<file path="src/rtl/uart_tx_pkg.sv">
package uart_tx_pkg;

   typedef enum logic [1:0] {
      TX_IDLE = 2'd0,
      TX_WAIT = 2'd1,
      TX_SEND = 2'd2
   } tx_state_e;

   // frame bits beyond the data word: start, parity, stop
   localparam int unsigned FRAME_OVERHEAD = 3;

endpackage

</file>
<file path="src/rtl/uart_tx_hold.sv">
module uart_tx_hold #(
   parameter int unsigned DATA_W     = 8,
   parameter bit          ODD_PARITY = 1'b0
) (
   input  logic              clk,
   input  logic              rst_n,
   input  logic              load,
   input  logic [DATA_W-1:0] din,
   output logic [DATA_W-1:0] dout,
   output logic              par
);

   logic [DATA_W-1:0] hold_q;

   always_ff @(posedge clk or negedge rst_n) begin
      if (!rst_n)
         hold_q <= '0;
      else if (load)
         hold_q <= din;
   end

   assign dout = hold_q;

   generate
      if (ODD_PARITY) begin : g_odd
         assign par = ~(^hold_q);
      end else begin : g_even
         assign par = ^hold_q;
      end
   endgenerate

   AST_HOLD_CAPTURE: assert property (@(posedge clk) disable iff (!rst_n)
      load |=> hold_q == $past(din));

endmodule

</file>
<file path="src/rtl/uart_tx_shifter.sv">
module uart_tx_shifter #(
   parameter int unsigned WIDTH = 10
) (
   input  logic             clk,
   input  logic             rst_n,
   input  logic             load,
   input  logic [WIDTH-1:0] load_val,
   input  logic             shift,
   output logic             ser_bit
);

   logic [WIDTH-1:0] sh_q;

   always_ff @(posedge clk or negedge rst_n) begin
      if (!rst_n)
         sh_q <= '1;
      else if (load)
         sh_q <= load_val;
      else if (shift)
         sh_q <= {1'b1, sh_q[WIDTH-1:1]};
   end

   assign ser_bit = sh_q[0];

   AST_FILL_MARK: assert property (@(posedge clk) disable iff (!rst_n)
      (shift && !load) |=> sh_q[WIDTH-1]);

   AST_SHIFT_STEP: assert property (@(posedge clk) disable iff (!rst_n)
      (shift && !load) |=> ser_bit == $past(sh_q[1]));

endmodule

</file>
<file path="src/rtl/uart_tx_bitcnt.sv">
module uart_tx_bitcnt #(
   parameter int unsigned LAST = 10
) (
   input  logic clk,
   input  logic rst_n,
   input  logic clr,
   input  logic inc,
   output logic at_last
);

   localparam int unsigned CW = $clog2(LAST + 1);

   logic [CW-1:0] cnt_q;

   always_ff @(posedge clk or negedge rst_n) begin
      if (!rst_n)
         cnt_q <= '0;
      else if (clr)
         cnt_q <= '0;
      else if (inc)
         cnt_q <= cnt_q + 1'b1;
   end

   assign at_last = (cnt_q == CW'(LAST));

   AST_CNT_RANGE: assert property (@(posedge clk) disable iff (!rst_n)
      cnt_q <= CW'(LAST));

endmodule

</file>
<file path="src/rtl/uart_tx_ctrl.sv">
module uart_tx_ctrl
   import uart_tx_pkg::*;
(
   input  logic clk,
   input  logic rst_n,
   input  logic tick,
   input  logic byte_rdy,
   input  logic tx_go,
   input  logic at_last,
   output logic load_sh,
   output logic shift,
   output logic clr_cnt,
   output logic inc_cnt,
   output logic sending,
   output logic busy
);

   tx_state_e state_q, state_d;

   always_comb begin
      state_d = state_q;
      load_sh = 1'b0;
      shift   = 1'b0;
      clr_cnt = 1'b0;
      inc_cnt = 1'b0;
      if (tick) begin
         unique case (state_q)
            TX_IDLE: begin
               if (byte_rdy) begin
                  load_sh = 1'b1;
                  state_d = TX_WAIT;
               end
            end
            TX_WAIT: begin
               if (tx_go) begin
                  clr_cnt = 1'b1;
                  state_d = TX_SEND;
               end
            end
            TX_SEND: begin
               if (at_last) begin
                  clr_cnt = 1'b1;
                  state_d = TX_IDLE;
               end else begin
                  shift   = 1'b1;
                  inc_cnt = 1'b1;
               end
            end
            default: state_d = TX_IDLE;
         endcase
      end
   end

   always_ff @(posedge clk or negedge rst_n) begin
      if (!rst_n)
         state_q <= TX_IDLE;
      else
         state_q <= state_d;
   end

   assign busy    = (state_q != TX_IDLE);
   assign sending = (state_q == TX_SEND);

   AST_WAIT_HOLDS: assert property (@(posedge clk) disable iff (!rst_n)
      (state_q == TX_WAIT && !(tick && tx_go)) |=> state_q == TX_WAIT);

   AST_NO_SKIP: assert property (@(posedge clk) disable iff (!rst_n)
      (state_q == TX_IDLE) |=> state_q != TX_SEND);

   AST_END_AT_LAST: assert property (@(posedge clk) disable iff (!rst_n)
      $fell(busy) |-> $past(at_last));

endmodule

</file>
<file path="src/rtl/uart_tx_frame.sv">
module uart_tx_frame
   import uart_tx_pkg::*;
#(
   parameter int unsigned DATA_W     = 8,
   parameter bit          ODD_PARITY = 1'b0
) (
   input  logic              clk,
   input  logic              rst_n,
   input  logic              baud_tick,
   input  logic [DATA_W-1:0] data_in,
   input  logic              hold_load,
   input  logic              byte_rdy,
   input  logic              tx_go,
   output logic              ser_out,
   output logic              busy
);

   localparam int unsigned SH_W = DATA_W + 2;
   localparam int unsigned LAST = DATA_W + FRAME_OVERHEAD - 1;

   generate
      if (DATA_W < 1 || DATA_W > 32) begin : g_bad_width
         $error("uart_tx_frame: DATA_W must be within 1..32");
      end
   endgenerate

   logic [DATA_W-1:0] held;
   logic              held_par;
   logic              load_sh, shift, clr_cnt, inc_cnt, at_last, sending;
   logic              ser_bit;

   uart_tx_hold #(.DATA_W(DATA_W), .ODD_PARITY(ODD_PARITY)) u_hold (
      .clk   (clk),
      .rst_n (rst_n),
      .load  (hold_load),
      .din   (data_in),
      .dout  (held),
      .par   (held_par)
   );

   uart_tx_shifter #(.WIDTH(SH_W)) u_shift (
      .clk      (clk),
      .rst_n    (rst_n),
      .load     (load_sh),
      .load_val ({held_par, held, 1'b0}),
      .shift    (shift),
      .ser_bit  (ser_bit)
   );

   uart_tx_bitcnt #(.LAST(LAST)) u_cnt (
      .clk     (clk),
      .rst_n   (rst_n),
      .clr     (clr_cnt),
      .inc     (inc_cnt),
      .at_last (at_last)
   );

   uart_tx_ctrl u_ctrl (
      .clk      (clk),
      .rst_n    (rst_n),
      .tick     (baud_tick),
      .byte_rdy (byte_rdy),
      .tx_go    (tx_go),
      .at_last  (at_last),
      .load_sh  (load_sh),
      .shift    (shift),
      .clr_cnt  (clr_cnt),
      .inc_cnt  (inc_cnt),
      .sending  (sending),
      .busy     (busy)
   );

   // line rests at mark until the frame is started
   assign ser_out = sending ? ser_bit : 1'b1;

   AST_IDLE_MARK: assert property (@(posedge clk) disable iff (!rst_n)
      !busy |-> ser_out);

   AST_NO_TICK_STILL: assert property (@(posedge clk) disable iff (!rst_n)
      !baud_tick |=> ($stable(ser_out) && $stable(busy)));

   AST_START_LOW: assert property (@(posedge clk) disable iff (!rst_n)
      $rose(sending) |-> !ser_out);

   AST_GO_IGNORED_IDLE: assert property (@(posedge clk) disable iff (!rst_n)
      (!busy && !byte_rdy) |=> !busy);

endmodule

</file>
<file path="config.mk">
export PLATFORM = sky130hd
export DESIGN_NAME = uart_tx_frame
export DESIGN_NICKNAME = d
export VERILOG_FILES = /design/src/rtl/uart_tx_pkg.sv /design/src/rtl/uart_tx_hold.sv /design/src/rtl/uart_tx_shifter.sv /design/src/rtl/uart_tx_bitcnt.sv /design/src/rtl/uart_tx_ctrl.sv /design/src/rtl/uart_tx_frame.sv
export SDC_FILE = /design/constraint.sdc
export NUM_CORES = 1
export LEC_CHECK = 0
export BUFFER_PORTS_ARGS = -buffer_cell sky130_fd_sc_hd__buf_2
export CORE_MARGIN = 5
export CORE_UTILIZATION = 50
export DETAILED_ROUTE_END_ITERATION = 8
export GPL_TIMING_DRIVEN = 0
export PLACE_DENSITY = 0.73
export SLEW_MARGIN = 30
export SYNTH_ARGS = -nofsm -noshare
export SYNTH_HDL_FRONTEND = slang
export SYNTH_SLANG_ARGS = --single-unit
export TNS_END_PERCENT = 1
</file>
<file path="constraint.sdc">
create_clock -name clk -period 1.56 [get_ports clk]
set_input_delay 0.156 -clock clk [delete_from_list [all_inputs] [get_ports clk]]
set_output_delay 0.156 -clock clk [all_outputs]
set_load 0.01 [all_outputs]
</file>
==> impl_metrics.env <==
export IMPL_cp_end_kind="flip-flop"
export IMPL_cts_root_buf="clkbuf_4"
export IMPL_path_class="reg2reg"
export IMPL_reg2reg_depth=6
export IMPL_h_tree_depth=1
export IMPL_p_leak_nw=0.644
export IMPL_grt_overflow_total=0
export IMPL_port_buffers=13
export IMPL_grt_pass1_vias=905
export IMPL_synthFlopType="dfrtp_1"
export IMPL_drv_cap=0
export IMPL_setup_viol_count_final=0
export IMPL_yosysUniqueCellTypes=28
export IMPL_async_reset_ff_frac=1.00
export IMPL_postRouteWirelength_mm=2.29
export IMPL_cp_arrival_ps=1770
export IMPL_skew_ps=3.28
export IMPL_vdd_drop_max_v=0.000839
export IMPL_max_freq_mhz=657
export IMPL_grt_max_degree=25
export IMPL_slew_headroom=0.653
export IMPL_status="complete, no violations"
export IMPL_avgViaCountPerCell=5.28
export IMPL_clock_tree_buffer_depth=2
export IMPL_cts_buffers=3
export IMPL_route_detailed_drc=0
export IMPL_required_ps=1810
export IMPL_stdcell_count=166
export IMPL_synth_edf_count=0
export IMPL_dieArea_um2=3770
export IMPL_syn_to_final_growth_pct=15.6
export IMPL_min_path_cells=2
export IMPL_num_vias=876
export IMPL_synth_ff_latch_count=24
export IMPL_postSynthCellCount=115
export IMPL_post_dp_hpwl_mm=1.69
export IMPL_clk_pin_slew_ps=120
export IMPL_final_setup_tns_ps=0
export IMPL_ys_warnings_count=0
export IMPL_fin_nets=159
export IMPL_diodes=0
export IMPL_yosysTopAreaCellShare=0.265
export IMPL_drive_gt1_frac=0.471
export IMPL_yosys_top_cells_count="14 x dfrtp_1, 11 x nand2_1, 10 x dfstp_2, 10 x mux2_2, 9 x inv_1"
export IMPL_drt_iter0_markers=16
export IMPL_avgSynthCellArea_um2=11.5
export IMPL_placementRows=18
export IMPL_place_gp_congestion=0.725
export IMPL_synthesis_area_um2=1320
export IMPL_initial_core_util=0.529
export IMPL_synth_area_leaders="dfrtp_1 26%, dfstp_2 20%, mux2_2 8.5%"
export IMPL_final_min_clock_period_ps=1520
export IMPL_pin_count=16
export IMPL_clk_latency_ps=300
export IMPL_postSynthNetCount=136
export IMPL_hold_path_class="in2reg"
export IMPL_core_area_um2=2500
export IMPL_grt_pass1_wl_mm=3.93
export IMPL_hold_viol_final=0
export IMPL_period_share=0.975
export IMPL_synth_top_area_cell="dfrtp_1"
export IMPL_p_total_mw=2.42
export IMPL_synth_most_common_cell="dfrtp_1"
export IMPL_cts_tree="done"
export IMPL_ant_nets=0
export IMPL_timing_final_max_slew_violations=0
export IMPL_rsz0062_at_grt="true"
export IMPL_worstMarginPinSlew_ps=521
export IMPL_crit_fanout=10
export IMPL_crit_path_start_kind="flip-flop"
export IMPL_antenna_found_initial=0
export IMPL_yosysSeqAreaShare=0.464
export IMPL_power_density_nw_per_um2=1580
export IMPL_clkSinkCount=24
export IMPL_die_x_um=61.4
export IMPL_placed_cells=158
export IMPL_gr_usage_all_layers=0.140
export IMPL_whs_ps=75.0
export IMPL_routedWlPerCell_um=13.8
export IMPL_die_h_um=61.4
export IMPL_firstDrtPassIters=4
-- registers in the layout, indices dropped and copies added, names as in the netlist --
register / flops
u_cnt.cnt_q: 4
u_hold.dout: 8
u_shift.sh_q: 10
u_ctrl.state_q: 2
-- cell type report --
type | count | area (um^2)
Fill cell | 209 | 971
Multi-Input combinational cell | 77 | 666
Sequential cell | 24 | 614
Timing Repair Buffer | 18 | 105
Buffer | 5 | 50.0
Tap cell | 30 | 37.5
Inverter | 9 | 33.8
Clock buffer | 3 | 22.5
-- final timing paths --
check                                     start              end  slack, ps
worst max-delay path             u_cnt.cnt_q[1]  u_shift.sh_q[2]         40
worst min register to register  u_shift.sh_q[0]  u_shift.sh_q[0]        510
worst min-delay path                 data_in[4]   u_hold.dout[4]         80
worst max register to register   u_cnt.cnt_q[1]  u_shift.sh_q[2]         40
min in group asynchronous                 rst_n   u_cnt.cnt_q[3]        350
max in group asynchronous                 rst_n   u_cnt.cnt_q[1]        830
-- routing by layer --
layer	vias up	GRT usage	wire length [um]
met1	426	0.183	1060
met2	6	0.245	1190
met4	0	0.0273	0
met5	-	0	0
met3	0	0.0252	42
li1	444	-	-
-- placed cells by master (no fill, tap or decap), types with 2 or more instances in the layout --
cell type,n
a21oi_1,4
a22oi_1,3
and3_1,2
buf_2,13
buf_4,6
clkbuf_4,3
dfrtp_1,13
dfstp_2,10
ha_1,5
ha_4,2
inv_1,7
inv_2,2
mux2_2,10
mux2i_1,6
mux2i_2,2
nand2_1,9
nand2_2,2
nor3_1,2
o21ai_2,8
o22ai_1,5
xnor2_1,7
-- report_power, final --
part / internal (mW) / switching [mW] / leakage, nW / total [mW]
clock: 0.0900 / 0.169 / 0.0138 / 0.259
combinational: 0.551 / 0.514 / 0.367 / 1.06
sequential: 0.921 / 0.176 / 0.263 / 1.10
total: 1.56 / 0.858 / 0.644 / 2.42
-- timing repair --
action | 4_1_cts | 5_1_grt
buffers inserted | 3 | 1
hold endpoints to repair | 14 | 0
pin swaps | 2 | 3
gates resized for setup | 7 | 5
endpoints found under the setup margin | 15 | 14
hold buffers | 1 | 0
-- critical path: stages, from the launching register on --
cell and delay (ps):
dfrtp_2 470, ha_4 170, and3b_2 250, nor2_4 120
buf_12 150, mux2i_2 230, o21ai_2 70
-- through the flow --
step | area (um^2) | worst slack [ps] | util
2_1_floorplan | 1320 | 33.0 | -
3_3_place_gp | 1430 | -99.5 | 0.570
3_5_place_dp | 1430 | -155 | 0.570
4_1_cts | 1510 | -0.146 | 0.604
5_1_grt | 1530 | -20.5 | 0.612
6_report | 1530 | 38.3 | 0.612
-- cells by family (layout without fill, tap and decap cells) --
group	Yosys count	in the layout	share of synthesized area
compound gates	23	23	0.126
buf+inv	14	35	0.0634
fa+ha+maj	7	7	0.0662
simple gates	22	22	0.0889
xor+xnor	7	7	0.0464
mux	18	18	0.146
flops	24	24	0.464
No activity file was read; power rests on OpenSTA's default activity.
